[config.mk]
export PLATFORM = sky130hd
export DESIGN_NAME = cfg_copy_engine
export DESIGN_NICKNAME = d
export VERILOG_FILES = /design/src/rtl/cfg_copy_pkg.sv /design/src/rtl/cfg_copy_gate.sv /design/src/rtl/cfg_word_counter.sv /design/src/rtl/cfg_lane_mux.sv /design/src/rtl/cfg_copy_engine.sv
export SDC_FILE = /design/constraint.sdc
export NUM_CORES = 1
export LEC_CHECK = 0
export ABC_AREA = 1
export BUFFER_PORTS_ARGS = -buffer_cell sky130_fd_sc_hd__buf_2
export CORE_ASPECT_RATIO = 0.5
export CORE_MARGIN = 2
export CORE_UTILIZATION = 52
export DETAILED_ROUTE_END_ITERATION = 8
export PLACE_DENSITY = 0.76
export SLEW_MARGIN = 20
export SYNTH_ARGS = -nofsm -noshare
export SYNTH_HDL_FRONTEND = slang
export SYNTH_HIERARCHICAL = 1
export SYNTH_SLANG_ARGS = --single-unit
[constraint.sdc]
create_clock -name clk -period 1.7 [get_ports clk]
set_clock_uncertainty 0.05 [all_clocks]
set_input_delay 0.34 -clock clk [delete_from_list [all_inputs] [get_ports clk]]
set_output_delay 0.34 -clock clk [all_outputs]
set_load 0.01 [all_outputs]
[src/rtl/cfg_copy_pkg.sv]
package cfg_copy_pkg;
  typedef enum logic [1:0] {
    CP_IDLE = 2'd0,
    CP_WAIT = 2'd1,
    CP_LANE = 2'd2,
    CP_FIN  = 2'd3
  } cp_state_e;
endpackage

[src/rtl/cfg_copy_gate.sv]
module cfg_copy_gate (
  input  logic por_flag_i,
  input  logic retain_i,
  output logic run_o
);
  // A power-on reset always forces a copy; a soft reset copies unless retained.
  assign run_o = por_flag_i | ~retain_i;
endmodule

[src/rtl/cfg_word_counter.sv]
module cfg_word_counter #(
  parameter int NUM_WORDS = 13,
  parameter int IDX_W     = 4
) (
  input  logic             clk,
  input  logic             rst,
  input  logic             clear_i,
  input  logic             step_i,
  output logic [IDX_W-1:0] idx_o,
  output logic             last_o
);
  localparam logic [IDX_W-1:0] LAST_IDX = IDX_W'(NUM_WORDS - 1);

  always_ff @(posedge clk) begin
    if (rst || clear_i) begin
      idx_o <= '0;
    end else if (step_i) begin
      idx_o <= idx_o + IDX_W'(1);
    end
  end

  assign last_o = (idx_o == LAST_IDX);
endmodule

[src/rtl/cfg_lane_mux.sv]
module cfg_lane_mux #(
  parameter int WORD_W = 16,
  parameter int BYTE_W = 8,
  parameter int LANES  = WORD_W / BYTE_W,
  parameter int LANE_W = (LANES > 1) ? $clog2(LANES) : 1
) (
  input  logic [WORD_W-1:0] word_i,
  input  logic [LANE_W-1:0] lane_i,
  output logic [BYTE_W-1:0] byte_o
);
  logic [BYTE_W-1:0] lane_bytes [LANES];

  for (genvar g = 0; g < LANES; g++) begin : g_lane
    assign lane_bytes[g] = word_i[g*BYTE_W +: BYTE_W];
  end

  assign byte_o = lane_bytes[lane_i];
endmodule

[src/rtl/cfg_copy_engine.sv]
module cfg_copy_engine #(
  parameter int WORD_W      = 16,
  parameter int BYTE_W      = 8,
  parameter int NUM_WORDS   = 13,
  parameter int STORE_DEPTH = 16,
  parameter int ADDR_W      = 8
) (
  input  logic                           clk,
  input  logic                           rst,
  input  logic                           start_i,
  input  logic                           por_flag_i,
  input  logic                           retain_i,
  output logic                           rd_req_o,
  output logic [$clog2(STORE_DEPTH)-1:0] rd_addr_o,
  input  logic                           rd_valid_i,
  input  logic [WORD_W-1:0]              rd_data_i,
  output logic                           wr_en_o,
  output logic [ADDR_W-1:0]              wr_addr_o,
  output logic [BYTE_W-1:0]              wr_data_o,
  output logic                           done_o
);
  import cfg_copy_pkg::*;

  localparam int LANES  = WORD_W / BYTE_W;
  localparam int LANE_W = (LANES > 1) ? $clog2(LANES) : 1;
  localparam int IDX_W  = $clog2(STORE_DEPTH);
  localparam logic [LANE_W-1:0] TOP_LANE = LANE_W'(LANES - 1);

  cp_state_e         state_q;
  logic [LANE_W-1:0] lane_q;
  logic [WORD_W-1:0] word_q;
  logic [IDX_W-1:0]  idx;
  logic              last_word;
  logic              run_copy;
  logic              cnt_clear;
  logic              cnt_step;
  logic [BYTE_W-1:0] lane_byte;
  logic              busy;

  function automatic logic [ADDR_W-1:0] byte_addr(input logic [IDX_W-1:0] w,
                                                   input logic [LANE_W-1:0] l);
    return ADDR_W'(w) * ADDR_W'(LANES) + ADDR_W'(l);
  endfunction

  cfg_copy_gate u_gate (
    .por_flag_i (por_flag_i),
    .retain_i   (retain_i),
    .run_o      (run_copy)
  );

  cfg_word_counter #(
    .NUM_WORDS (NUM_WORDS),
    .IDX_W     (IDX_W)
  ) u_cnt (
    .clk     (clk),
    .rst     (rst),
    .clear_i (cnt_clear),
    .step_i  (cnt_step),
    .idx_o   (idx),
    .last_o  (last_word)
  );

  cfg_lane_mux #(
    .WORD_W (WORD_W),
    .BYTE_W (BYTE_W),
    .LANES  (LANES),
    .LANE_W (LANE_W)
  ) u_mux (
    .word_i (word_q),
    .lane_i (lane_q),
    .byte_o (lane_byte)
  );

  assign cnt_clear = (state_q == CP_IDLE) && start_i && run_copy;
  assign cnt_step  = (state_q == CP_LANE) && (lane_q == TOP_LANE) && !last_word;
  assign busy      = (state_q != CP_IDLE);
  assign rd_req_o  = (state_q == CP_WAIT);
  assign rd_addr_o = idx;

  always_ff @(posedge clk) begin
    if (rst) begin
      state_q   <= CP_IDLE;
      lane_q    <= '0;
      word_q    <= '0;
      wr_en_o   <= 1'b0;
      wr_addr_o <= '0;
      wr_data_o <= '0;
      done_o    <= 1'b0;
    end else begin
      wr_en_o <= 1'b0;
      done_o  <= 1'b0;
      unique case (state_q)
        CP_IDLE: begin
          if (start_i) begin
            if (run_copy) state_q <= CP_WAIT;
            else          done_o  <= 1'b1;
          end
        end
        CP_WAIT: begin
          if (rd_valid_i) begin
            word_q    <= rd_data_i;
            wr_en_o   <= 1'b1;
            wr_addr_o <= byte_addr(idx, '0);
            wr_data_o <= rd_data_i[BYTE_W-1:0];
            lane_q    <= LANE_W'(1);
            state_q   <= CP_LANE;
          end
        end
        CP_LANE: begin
          wr_en_o   <= 1'b1;
          wr_addr_o <= byte_addr(idx, lane_q);
          wr_data_o <= lane_byte;
          if (lane_q == TOP_LANE) begin
            state_q <= last_word ? CP_FIN : CP_WAIT;
          end else begin
            lane_q <= lane_q + LANE_W'(1);
          end
        end
        CP_FIN: begin
          done_o  <= 1'b1;
          state_q <= CP_IDLE;
        end
        default: state_q <= CP_IDLE;
      endcase
    end
  end
endmodule

==> results.cfg <==
[placement]
port_buffers = 41
dp.cells = 332
pre_cts_ws_ns = 0.05909
gp_congestion = 0.7530
hpwlAfterDp_mm = 2.611

[synthesis]
synth-async-reset-ratio = 0
synthTopCellsByCount = 57 x nor2_1, 54 x nand2_1, 38 x dfxtp_1
synth_edf_count = 0
synth.most_common_cell = nor2_1
ys_warn_count = 6
yosysTopAreaCell = dfxtp_1
synthCells = 255
synthDistinctLibCells = 21
synth.avg_cell_area_sq_um = 7.051
netlist.area_leader.share = 0.4231
synth_seq_area_share = 0.4231
synthTopCellsByArea = dfxtp_1 42%, nor2_1 12%, nand2_1 11%
syn_area_sq_mm = 0.001798
synth_flop_cell = dfxtp_1
ys_seq_elements = 38

[grt]
track_usage = 0.1926
grt_pass1_wl_mm = 5.954
grt_max_degree = 31
grt_antenna_before_repair = 0
grt_pass1_vias = 1463
overflow = 0

[worst_hold_path]
hold_path_class = in -> reg
min_path_cells = 2
min_to = wr_en_o
worstHoldStart = rst

[final_layout]
diodes = 0
postLayoutCoreUtil = 0.6152
fin_cells = 339
fillers = 318
layout-drive-gt1-share = 0.2054
syn2layout_area_growth_pct = 15.59
fin_nets = 328

[drt]
first_iter_violations = 63
top_layer = met4
wl_mm = 3.650
post_drt_wl_per_cell_um = 10.77
drcViolationCount = 0
wl_met2_mm = 1.747
first_pass_iters = 4
wl_met1_mm = 1.761
ant_nets = 0
met3_length_um = 122
via_count = 1639
viasPerCell = 4.835

[critical_path]
crit_required_ns = 1.87
crit_family = flip-flops
cp.arrival_ns = 1.75
start_kind = flop
cp_common_cell = nor2_1
worstSetupPathType = reg -> reg
cp-end-kind = flop
crit_chain = inv_1, ha_1, nand2_1, nand2_4, inv_2, nor2_1, nor2_1
r2r_slack_ns = 0.13
r2r-end = wr_data_o[7]
worst-r2r-cell-count = 7
r2r-start = state_q[0]
cp_slowest_cell = dfxtp_1
critical_path.max_stage_delay_ns = 0.43
crit_fanout = 16
path_buf_inv = 2

[clock_tree]
postCtsSetupBuffers = 0
cts.clk_slew.worst_paths_ns = 0.07
cts_hold_buf = 0
clk-insertion-delay-late_ns = 0.28
htree_levels = 2
cts-root-buf = clkbuf_8
cts_buffers = 5
cts_tree = yes
cts.sink_count = 38
ctsLongestPathBuffers = 2

[timing]
fin_ws_ns = 0.1261
setup_violations = 0
finalCritPeriodShare = 0.9258
hold_violations = 0
fmax_ghz = 0.6354
min_period_ns = 1.574
report.final.slew_viol_count = 0

[pwr]
p_leak_nw = 1.073
p_per_area_mw_per_mm2 = 1444
ir_drop_uv = 624.0

[flow_run]
drv_cap = 0

[run_status]
status = complete, no violations

[die]
dieArea_sq_mm = 0.003973
die_x_um = 87.16
std_cell_rows = 15
core-area_sq_mm = 0.003378
ios = 45
start_util = 0.5322
die_h_um = 45.58
-- power breakdown --
group	internal, W	switching, W
combinational	0.000416	0.000691
sequential	0.00115	0.000163
clock	0.000275	0.000304
-- area by class of cell --
class	instances	area, sq um	area share
clock inverter	2	10.01	0.004816
timing repair buffer	46	242.7	0.1168
clock buffer	5	68.82	0.03311
sequential	38	762.0	0.3666
inverter	24	92.59	0.04455
multi-input combinational	182	849.6	0.4088
tap	42	52.55	0.02529
-- worst max path at each step --
stage                   startpoint             end  slack, ns  depth (start not counted)
detailed placement      state_q[1]    wr_addr_o[4]       0.06                          8
global route            state_q[0]    wr_addr_o[3]    -0.0006                          7
CTS                     state_q[1]    wr_addr_o[4]       0.05                          8
finish                  state_q[0]    wr_data_o[7]       0.13                          7
floorplan           u_cnt/idx_o[0]  u_cnt/idx_o[3]       0.07                          9
global placement        state_q[0]    wr_data_o[2]       0.19                          7
-- routing by layer --
metal  up-vias  global-route usage
met5         -                   0
met4         0             0.07077
met3         2             0.05072
met2        31              0.3405
met1       737              0.2323
li1        869                   -
-- kinds of logic (layout without fill, tap and decap cells) --
group / after synthesis / after routing / synth area share
adder cells (fa/ha/maj): 9 / 9 / 0.06263
buffers and inverters: 37 / 77 / 0.1113
flip-flops: 38 / 38 / 0.4231
other: 1 / 3 / 0.002086
AO/OA/AOI/OAI: 53 / 53 / 0.1489
AND/OR/NAND/NOR: 117 / 117 / 0.2519
-- registers in the layout (all words and copies together), names as in the netlist --
name	cells
state_q	2
wr_en_o	1
lane_q	1
wr_addr_o	5
u_cnt/idx_o	4
done_o	1
wr_data_o	8
word_q	16
-- repair_timing --
item                                    CTS  global route
endpoints found under the hold margin     0             0
endpoints found under the setup margin    0            13
gates resized for setup                   0             2
-- cells in the final DEF (no fill, tap or decap) --
cell type  instances
a21oi_1           11
buf_2             41
buf_4              5
nand2_4            1
ha_1               9
nand2_2            2
inv_4              1
and3_1             1
clkinv_2           2
o21a_1             1
nor2_2             1
conb_1             3
nor2_1            57
inv_1             21
dfxtp_2            1
o21ai_0           33
nand3_1            1
nand2_1           54
clkbuf_8           5
o21ai_1            8
dfxtp_1           37
inv_2              2
-- metrics by stage --
| stage | total power [W] | instance area [sq um] | TNS [ns] | hold slack (ns) |
|---|---|---|---|---|
| floorplan | 0.002153 | 1805 | 0 | 0.3624 |
| global placement | 0.002385 | 1993 | 0 | 0.4225 |
| detailed placement | 0.002422 | 1993 | 0 | 0.4253 |
| CTS | 0.003013 | 2072 | 0 | 0.2120 |
| global route | 0.003248 | 2078 | -0.0005935 | 0.2285 |
| finish | 0.003000 | 2078 | 0 | 0.2178 |
(Power assumes the default switching activity.)
